--- config.mk ---
export PLATFORM = sky130hd
export DESIGN_NAME = io_win_decoder
export DESIGN_NICKNAME = d
export VERILOG_FILES = /design/src/rtl/io_win_pkg.sv /design/src/rtl/io_win_cfg_regs.sv /design/src/rtl/io_win_match.sv /design/src/rtl/io_win_decoder.sv
export SDC_FILE = /design/constraint.sdc
export NUM_CORES = 2
export LEC_CHECK = 0
export BUFFER_PORTS_ARGS = -buffer_cell sky130_fd_sc_hd__buf_4
export CAP_MARGIN = 20
export CORE_ASPECT_RATIO = 2
export CORE_MARGIN = 5
export CORE_UTILIZATION = 63
export DETAILED_ROUTE_END_ITERATION = 10
export PLACE_DENSITY_LB_ADDON = 0.25
export SETUP_SLACK_MARGIN = 0.05
export SLEW_MARGIN = 25
export SYNTH_ARGS = -nofsm -noshare
export SYNTH_HDL_FRONTEND = slang
export SYNTH_SLANG_ARGS = --single-unit
--- constraint.sdc ---
create_clock -name clk_i -period 2.4 [get_ports clk_i]
set_input_delay 0 -clock clk_i [delete_from_list [all_inputs] [get_ports clk_i]]
set_output_delay 0 -clock clk_i [all_outputs]
set_load 0.02 [all_outputs]
--- src/rtl/io_win_pkg.sv ---
`timescale 1ns/1ps
package io_win_pkg;
  localparam int IO_AW        = 16;
  localparam int CFG_BYTES    = 256;
  localparam int HDR_BYTES    = 64;
  localparam int CFG_WA       = $clog2(CFG_BYTES / 4);
  localparam int PM_BASE_OFS  = 'h48;
  localparam int PM_EN_OFS    = 'h41;
  localparam int PM_EN_BIT    = 7;
  localparam int SMB_BASE_OFS = 'h90;
  localparam int SMB_EN_OFS   = 'hD2;
  localparam int SMB_EN_BIT   = 0;
  localparam logic [7:0] SMB_EN_KEEP = 8'h0F;
endpackage

--- src/rtl/io_win_cfg_regs.sv ---
`timescale 1ns/1ps
module io_win_cfg_regs
  import io_win_pkg::*;
#(
  parameter int PM_WB  = 7,
  parameter int SMB_WB = 4
) (
  input  logic              clk_i,
  input  logic              rst_ni,
  input  logic              we_i,
  input  logic [CFG_WA-1:0] addr_i,
  input  logic [3:0]        be_i,
  input  logic [31:0]       wdata_i,
  output logic [31:0]       rdata_o,
  output logic              pm_en_o,
  output logic [IO_AW-1:0]  pm_base_o,
  output logic              smb_en_o,
  output logic [IO_AW-1:0]  smb_base_o
);
  localparam int NB = CFG_BYTES - HDR_BYTES;
  localparam logic [31:0] PM_WMASK  = ((32'd1 << IO_AW) - 1) & ~((32'd1 << PM_WB) - 1);
  localparam logic [31:0] SMB_WMASK = ((32'd1 << IO_AW) - 1) & ~((32'd1 << SMB_WB) - 1);
  localparam logic [CFG_WA-1:0] PM_WORD  = CFG_WA'(PM_BASE_OFS / 4);
  localparam logic [CFG_WA-1:0] SMB_WORD = CFG_WA'(SMB_BASE_OFS / 4);
  localparam logic [CFG_WA-1:0] SEN_WORD = CFG_WA'(SMB_EN_OFS / 4);
  localparam int SEN_LANE = SMB_EN_OFS % 4;

  // bits a write may change in byte at offset ofs
  function automatic logic [7:0] keep_of(int ofs);
    if (ofs >= PM_BASE_OFS && ofs < PM_BASE_OFS + 4)
      return PM_WMASK[8*(ofs-PM_BASE_OFS) +: 8];
    if (ofs >= SMB_BASE_OFS && ofs < SMB_BASE_OFS + 4)
      return SMB_WMASK[8*(ofs-SMB_BASE_OFS) +: 8];
    if (ofs == SMB_EN_OFS) return SMB_EN_KEEP;
    return 8'hFF;
  endfunction

  // hard-wired ones; also the reset value
  function automatic logic [7:0] set_of(int ofs);
    if (ofs == PM_BASE_OFS || ofs == SMB_BASE_OFS) return 8'h01;
    return 8'h00;
  endfunction

  logic [7:0] mem_q [NB];

  always_ff @(posedge clk_i or negedge rst_ni) begin
    if (!rst_ni) begin
      for (int i = 0; i < NB; i++) mem_q[i] <= set_of(HDR_BYTES + i);
    end else if (we_i) begin
      for (int i = 0; i < NB; i++) begin
        if (addr_i == CFG_WA'((HDR_BYTES + i) / 4) && be_i[(HDR_BYTES + i) % 4])
          mem_q[i] <= (wdata_i[8*((HDR_BYTES + i) % 4) +: 8] & keep_of(HDR_BYTES + i))
                      | set_of(HDR_BYTES + i);
      end
    end
  end

  always_comb begin
    rdata_o = '0;
    for (int l = 0; l < 4; l++) begin
      if (int'(addr_i) * 4 + l >= HDR_BYTES)
        rdata_o[8*l +: 8] = mem_q[int'(addr_i) * 4 + l - HDR_BYTES];
    end
  end

  assign pm_en_o    = mem_q[PM_EN_OFS - HDR_BYTES][PM_EN_BIT];
  assign pm_base_o  = {mem_q[PM_BASE_OFS + 1 - HDR_BYTES], mem_q[PM_BASE_OFS - HDR_BYTES]};
  assign smb_en_o   = mem_q[SMB_EN_OFS - HDR_BYTES][SMB_EN_BIT];
  assign smb_base_o = {mem_q[SMB_BASE_OFS + 1 - HDR_BYTES], mem_q[SMB_BASE_OFS - HDR_BYTES]};

  p_pm_lsb_r2: assert property (@(posedge clk_i) disable iff (!rst_ni)
    (we_i && addr_i == PM_WORD && be_i[0]) |=> pm_base_o[PM_WB-1:0] == PM_WB'(1));
  p_smb_lsb_r3: assert property (@(posedge clk_i) disable iff (!rst_ni)
    (we_i && addr_i == SMB_WORD && be_i[0]) |=> smb_base_o[SMB_WB-1:0] == SMB_WB'(1));
  p_nib_clr_r4: assert property (@(posedge clk_i) disable iff (!rst_ni)
    (we_i && addr_i == SEN_WORD && be_i[SEN_LANE]) |=> mem_q[SMB_EN_OFS - HDR_BYTES][7:4] == 4'h0);
  p_lane_hold_r5: assert property (@(posedge clk_i) disable iff (!rst_ni)
    (we_i && addr_i == PM_WORD && !be_i[1]) |=> $stable(pm_base_o[15:8]));
  p_hdr_zero_r6: assert property (@(posedge clk_i) disable iff (!rst_ni)
    (int'(addr_i) < HDR_BYTES / 4) |-> rdata_o == 32'h0);
endmodule

--- src/rtl/io_win_match.sv ---
`timescale 1ns/1ps
module io_win_match #(
  parameter int AW = 16,
  parameter int WB = 4
) (
  input  logic          clk_i,
  input  logic          rst_ni,
  input  logic          en_i,
  input  logic [AW-1:0] base_i,
  input  logic [AW-1:0] addr_i,
  output logic          hit_o,
  output logic [WB-1:0] ofs_o
);
  localparam logic [AW-1:0] MSK = ~AW'((1 << WB) - 1);

  logic [AW-1:0] base_m;
  assign base_m = base_i & MSK;
  assign hit_o  = en_i && ((addr_i & MSK) == base_m);
  assign ofs_o  = WB'(addr_i - base_m);

  p_gate_r7_r8: assert property (@(posedge clk_i) disable iff (!rst_ni)
    !en_i |-> !hit_o);
  p_ofs_r9: assert property (@(posedge clk_i) disable iff (!rst_ni)
    hit_o |-> ofs_o == addr_i[WB-1:0]);
endmodule

--- src/rtl/io_win_decoder.sv ---
`timescale 1ns/1ps
module io_win_decoder
  import io_win_pkg::*;
#(
  parameter int PM_WIN_BITS  = 7,
  parameter int SMB_WIN_BITS = 4
) (
  input  logic                 clk_i,
  input  logic                 rst_ni,
  input  logic                 cfg_we_i,
  input  logic [CFG_WA-1:0]    cfg_addr_i,
  input  logic [3:0]           cfg_be_i,
  input  logic [31:0]          cfg_wdata_i,
  output logic [31:0]          cfg_rdata_o,
  input  logic [IO_AW-1:0]     io_addr_i,
  output logic                 pm_hit_o,
  output logic                 smb_hit_o,
  output logic [((PM_WIN_BITS > SMB_WIN_BITS) ? PM_WIN_BITS : SMB_WIN_BITS)-1:0] win_ofs_o
);
  localparam int OFS_W = (PM_WIN_BITS > SMB_WIN_BITS) ? PM_WIN_BITS : SMB_WIN_BITS;
  localparam int NW    = 2;

  logic             pm_en, smb_en;
  logic [IO_AW-1:0] pm_base, smb_base;
  logic [NW-1:0]    en_w, hit_w;
  logic [IO_AW-1:0] base_w [NW];
  logic [OFS_W-1:0] ofs_w  [NW];

  io_win_cfg_regs #(.PM_WB(PM_WIN_BITS), .SMB_WB(SMB_WIN_BITS)) u_regs (
    .clk_i      (clk_i),
    .rst_ni     (rst_ni),
    .we_i       (cfg_we_i),
    .addr_i     (cfg_addr_i),
    .be_i       (cfg_be_i),
    .wdata_i    (cfg_wdata_i),
    .rdata_o    (cfg_rdata_o),
    .pm_en_o    (pm_en),
    .pm_base_o  (pm_base),
    .smb_en_o   (smb_en),
    .smb_base_o (smb_base)
  );

  assign en_w      = {smb_en, pm_en};
  assign base_w[0] = pm_base;
  assign base_w[1] = smb_base;

  for (genvar g = 0; g < NW; g++) begin : g_win
    localparam int WB = (g == 0) ? PM_WIN_BITS : SMB_WIN_BITS;
    logic [WB-1:0] ofs;
    io_win_match #(.AW(IO_AW), .WB(WB)) u_match (
      .clk_i  (clk_i),
      .rst_ni (rst_ni),
      .en_i   (en_w[g]),
      .base_i (base_w[g]),
      .addr_i (io_addr_i),
      .hit_o  (hit_w[g]),
      .ofs_o  (ofs)
    );
    assign ofs_w[g] = OFS_W'(ofs);
  end

  // lowest index (power management) wins on overlap
  always_comb begin
    win_ofs_o = '0;
    for (int g = NW - 1; g >= 0; g--)
      if (hit_w[g]) win_ofs_o = ofs_w[g];
  end

  assign pm_hit_o  = hit_w[0];
  assign smb_hit_o = hit_w[1];

  p_prio_r9: assert property (@(posedge clk_i) disable iff (!rst_ni)
    pm_hit_o |-> win_ofs_o == OFS_W'(io_addr_i[PM_WIN_BITS-1:0]));
  p_idle_r9: assert property (@(posedge clk_i) disable iff (!rst_ni)
    (!pm_hit_o && !smb_hit_o) |-> win_ofs_o == '0);
endmodule

* Word-level counts from Yosys, hierarchy flattened
Cells that the tools add are included.
** Word-level totals
- Word-level logic and storage cells :: 723
- Input bits :: 61
- Register bits after elaboration :: 1536
** Cells by class
- Eq/ne operators :: 50
- Magnitude comparators :: 8
- Add/sub/neg operators :: 9
- Reduce and logical (&&, ||, !) cells :: 386
- Mux-type cells :: 63
- Bitwise gates (word level) :: 15
** Operator list (number)
- 2-bit AND reduction :: 192
- 8-bit 2-to-1 mux :: 39
- 8-bit binary-select mux with 8-bit select :: 4
- 1-bit logical AND :: 194
- 6-bit equality test, second input constant :: 32
- 32-bit by 9-bit greater-or-equal comparator with 1-bit output, second input constant :: 4
- 32-bit NOT :: 4
- 6-bit by 5-bit equality test with 1-bit output, second input constant :: 16
- 32-bit by 8-bit greater-or-equal comparator with 1-bit output, second input constant :: 3
- 32-bit by 8-bit subtractor with 32-bit output, second input constant :: 3
- 8-bit AND :: 9
- 8-bit by 2-bit adder with 9-bit output, second input constant :: 2
- 1-bit 2-to-1 mux :: 16
- 8-bit OR :: 2
- 7-bit 2-to-1 mux :: 2
- 12-bit equality test :: 1
- 8-bit by 1-bit adder with 9-bit output, second input constant :: 1
- 9-bit equality test :: 1
- 8-bit by 7-bit subtractor with 9-bit output, second input constant :: 1
- 8-bit by 7-bit greater-or-equal comparator with 1-bit output, second input constant :: 1
- 4-bit 2-to-1 mux :: 2
- 7-bit by 1-bit subtractor with 7-bit output, second input constant :: 1
- 4-bit by 1-bit subtractor with 4-bit output, second input constant :: 1

* Logic depth before layout (Yosys ltp)
- Depth after elaboration :: 9
- Mapped depth :: 11
- Mapped depth without buffers :: 7

* Cells and area by module
A second synthesis with hierarchy kept.
** Unflattened totals
- Cells, all modules :: 4529
- Area, all modules :: 69062.5 µm²
** Modules (own cells, without submodules)
- io_win_cfg_regs :: times used 1, cells each 4478, sequential area each 37260.7 µm², area an instance 68665.9 µm²
- io_win_match (g_win[1].u_match) :: times used 1, cells each 21, sequential area each 0.0 µm², area an instance 168.9 µm²
- io_win_match (g_win[0].u_match) :: times used 1, cells each 20, sequential area each 0.0 µm², area an instance 157.7 µm²
- io_win_decoder :: times used 1, cells each 10, sequential area each 0.0 µm², area an instance 70.1 µm²

* Worst setup path after synthesis
No wires, ideal clock.
- Path type :: in2reg
- Start :: input cfg_addr_i[4]
- End :: register u_regs.mem_q[704] (netlist bit)
- Data required time :: 2.275 ns
- Arrival :: 2.140 ns
- Cell stages on the path :: 8
- Slack :: 0.135 ns
- Path buffers :: 3
- Cell sequence :: inv_1 -> clkbuf_1 -> clkbuf_1 -> ha_1 -> clkbuf_1 -> nand2_1 -> nor2_1 -> mux2_2
** Between the ends
- Cells in the longest elaborated chain, start to end :: 3
** RTL lines
- start: declaration :: line io_win_decoder.sv:11 : input logic [CFG_WA-1:0] cfg_addr_i,
- 6-bit equality test :: line io_win_cfg_regs.sv:51 : if (addr_i == CFG_WA'((HDR_BYTES + i) / 4) && be_i[(HDR_BYTES + i) % 4])
- 1-bit logical AND :: line io_win_cfg_regs.sv:51
- 2-bit AND reduction (no line)
- end signal: indexed assignment :: line io_win_cfg_regs.sv:52 : mem_q[i] <= (wdata_i[8*((HDR_BYTES + i) % 4) +: 8] & keep_of(HDR_BYTES + i))
- end: declaration :: line io_win_cfg_regs.sv:44 : logic [7:0] mem_q [NB];
Every way passes these cells.
A chain may end at the register's enable or synchronous reset.

* Final worst setup path
- Start :: register u_regs.mem_q[907] (netlist bit)
- End :: output cfg_rdata_o[19]
** Between the ends
- Cells in the longest elaborated chain, start to end :: 4
** RTL lines
- 8-bit binary-select mux with 8-bit select :: line io_win_cfg_regs.sv:62 : rdata_o[8*l +: 8] = mem_q[int'(addr_i) * 4 + l - HDR_BYTES];
- 8-bit 2-to-1 mux (implied by the code) (2 in series) :: line io_win_cfg_regs.sv:62
- 8-bit 2-to-1 mux :: line io_win_cfg_regs.sv:61 : if (int'(addr_i) * 4 + l >= HDR_BYTES)
- end: declaration :: line io_win_decoder.sv:14 : output logic [31:0] cfg_rdata_o,
Every way passes these cells. The select of a mux whose other input is x is not followed.

==> impl_metrics.ini <==
[outcome]
status = finished, violations left
violations = setup timing

[pwr]
power.total_uw = 57900
p_switching_uw = 14500
powerDensity_nw_per_um2 = 724
clkPwrFrac = 0.387
p_seq_frac = 0.489
vdd_drop_max_mv = 0.786
internal-power_uw = 43300
leakage_uw = 0.0377
swShare = 0.251
combinationalPowerShare = 0.125

[setup_path]
r2r_start = u_regs.smb_base_o[7]$_DFFE_PN0P_
critPathTopFamily = multiplexers
cp.arrival_ns = 2.79
critPathMaxFanout = 2
cpMaxStageDelayCell = mux4_2
endpoint_kind = output port
cp_slowest_stage_delay_ns = 0.53
crit_type = flip-flop to output port
crit_buf_inv = 1
required_ns = 2.40
path_cells = mux4_2, o21ai_2, a21oi_2, or4_4, a32o_2, buf_6
startpoint = u_regs.mem_q[907]$_DFFE_PN0P_
critPathLaunchType = flip-flop

[yosys]
synth-seq-cells = 1489
synthCells = 4520
synth_fp_nets = 4585
avgSynthCellArea_um2 = 15.2
yosysTopAreaCell = dfrtp_1
synth_edf_count = 0
yosysWarnings = 0
synth_area_um2 = 68600
synth_seq_area_share = 0.543
synthArstFlopShare = 1.00
synth_top_cell_area_share = 0.543
synth_ff_type = dfrtp_1
ys_top_cells_by_area = dfrtp_1 (54%), mux2_2 (25%), mux4_2 (10%)
synth.distinct_cells = 63

[final_layout]
drive_gt1_frac = 0.576
seq_area_um2 = 37300
num-fill-cells = 6603
final_cell_mix = mux2_2 (1534), dfrtp_1 (1483), buf_4 (447), mux4_2 (308), nand2_1 (143)
area_growth_pct = 16.5
final_net_count = 4942
multiInputGateArea_um2 = 31100
mostFrequentLayoutCell = mux2_2

[place]
dp_slack_ns = -0.345
gp_congestion = 0.912
io_buffers = 101
dp_hpwl_mm = 134

[grt]
grt_max_degree = 129
grt.overflow.total = 0
grt_pass1_vias = 47131
grt_antenna_before_repair = 3
grt_pass1_wl_mm = 302
grt_usage = 0.345

[clock_tree]
clock-sinks = 1489
clkTransAtPathRegs_ns = 0.06
cts_buffer_depth = 3
cts_tree = yes
htreeDepth = 4
cts_buffers = 132
cts_root_buffer = clkbuf_16
clk_latency_ns = 0.77

[sta]
post-route-period-util = 1.16
setup_viol = 36
tightest_slew_ns = 0.884
hold_violations = 0
drv_slew = 0
fmax_mhz = 359
skew_ns = 0
worst_slack_ns = -0.389
fin_setup_tns_ns = -5.37
fin_crit_ns = 2.79
rsz0062_at_grt = true
relSlewSlack = 0.406

[route]
dr.pass1.iters = 6
drc = 0
first_iter_violations = 3977
routed-via-count = 43436
wl_per_cell_um = 31.4
routed_wirelength_mm = 200
ant_nets = 0
vias_per_cell = 6.82

[floorplan]
die_w_um = 243
core_region_area_um2 = 108000
die_h_um = 477
rows = 171
io_pins = 102
initial_utilization = 0.632
design.die.area_um2 = 116000

[min_path]
hold_path_class = input port to asynchronous set/reset pin

[run]
drv_cap = 0
## Yosys cell counts (all sizes together) (15+ instances only)
library cell / count
mux2: 1540
dfrtp: 1489
mux4: 308
clkbuf: 211
nand2: 164
nor2: 139
buf: 137
mux2i: 92
nor3: 51
o21ai: 37
o22ai: 36
a21oi: 34
a221oi: 29
a22oi: 28
a2111oi: 23
xnor2: 21
o31ai: 18
a211oi: 15
## flip-flops by register name, indices dropped and copies added (netlist names)
signal             count
u_regs.mem_q        1466
u_regs.smb_base_o     12
u_regs.pm_base_o       9
u_regs.pm_en_o         1
u_regs.smb_en_o        1
## power groups by stage
stage	combinational (uW)	clock, uW	sequential [uW]
CTS	7080	22600	28200
finish	7210	22400	28300
global route	7630	23600	28400
detailed placement	6640	0	28700
floorplan	4200	0	28200
global placement	6450	0	28500
## cells by family (layout without fill, tap and decap cells)
kind of cell	Yosys count	in the layout	synth area share
other cells	0	2	0
simple gates	419	419	0.0323
buf+inv	362	827	0.0237
mux	1940	1940	0.367
xor+xnor	21	21	0.00268
fa+ha+maj	4	4	0.000730
flops	1489	1489	0.543
compound gates	285	285	0.0302
## metrics by stage
step	util	instance area [um^2]	hold slack, ns	instances
floorplan	-	68600	-0.296	4520
global placement	0.677	73400	-0.0524	6074
detailed placement	0.677	73400	-0.0490	6074
CTS	0.733	79500	0.0438	6365
global route	0.737	79900	0.0841	6370
finish	0.737	79900	0.0779	6371
## path summary, 6_finish.rpt
kind / cells after the start / slack (ns) / end
setup / recovery: 6 / -0.39 / cfg_rdata_o[19]
hold reg to reg: 1 / 0.50 / u_regs.mem_q[233]$_DFFE_PN0P_
min in group clk_i: 5 / 0.10 / u_regs.mem_q[5]$_DFFE_PN0P_
hold / removal: 3 / 0.08 / u_regs.mem_q[110]$_DFFE_PN0P_
max in group asynchronous: 3 / 1.54 / u_regs.mem_q[411]$_DFFE_PN0P_
setup reg to reg: 3 / 1.37 / u_regs.smb_base_o[7]$_DFFE_PN0P_
## metal layers
layer	track usage	vias up	part of all wire	wire, um
met5	0	-	0.00016	33
met4	0.223	4	0.080	16100
met3	0.0640	727	0.062	12500
met2	0.575	1913	0.51	101000
met1	0.413	23265	0.35	70200
li1	-	17527	-	-
## cell type report
| type | count | share of cell area |
|---|---|---|
| multi-input combinational | 2669 | 0.389 |
| clock buffer | 189 | 0.0493 |
| timing repair buffer | 571 | 0.0653 |
| antenna | 2 | 0.0000626 |
| tap | 1384 | 0.0217 |
| sequential | 1489 | 0.466 |
| clock inverter | 53 | 0.00769 |
| inverter | 14 | 0.000673 |
## what timing repair did
action,in CTS,in global routing
endpoints found under the hold margin,2978,0
pin swaps,62,42
hold buffers,34,0
setup buffers,17,6
setup endpoints to repair,41,39
gates resized for setup,221,80
## worst min-delay path: stages
cell	delay, ns
dlygate4sd3_1	0.62
buf_16	0.31
buf_12	0.27
Note: power is estimated with default switching activity, not from simulation.
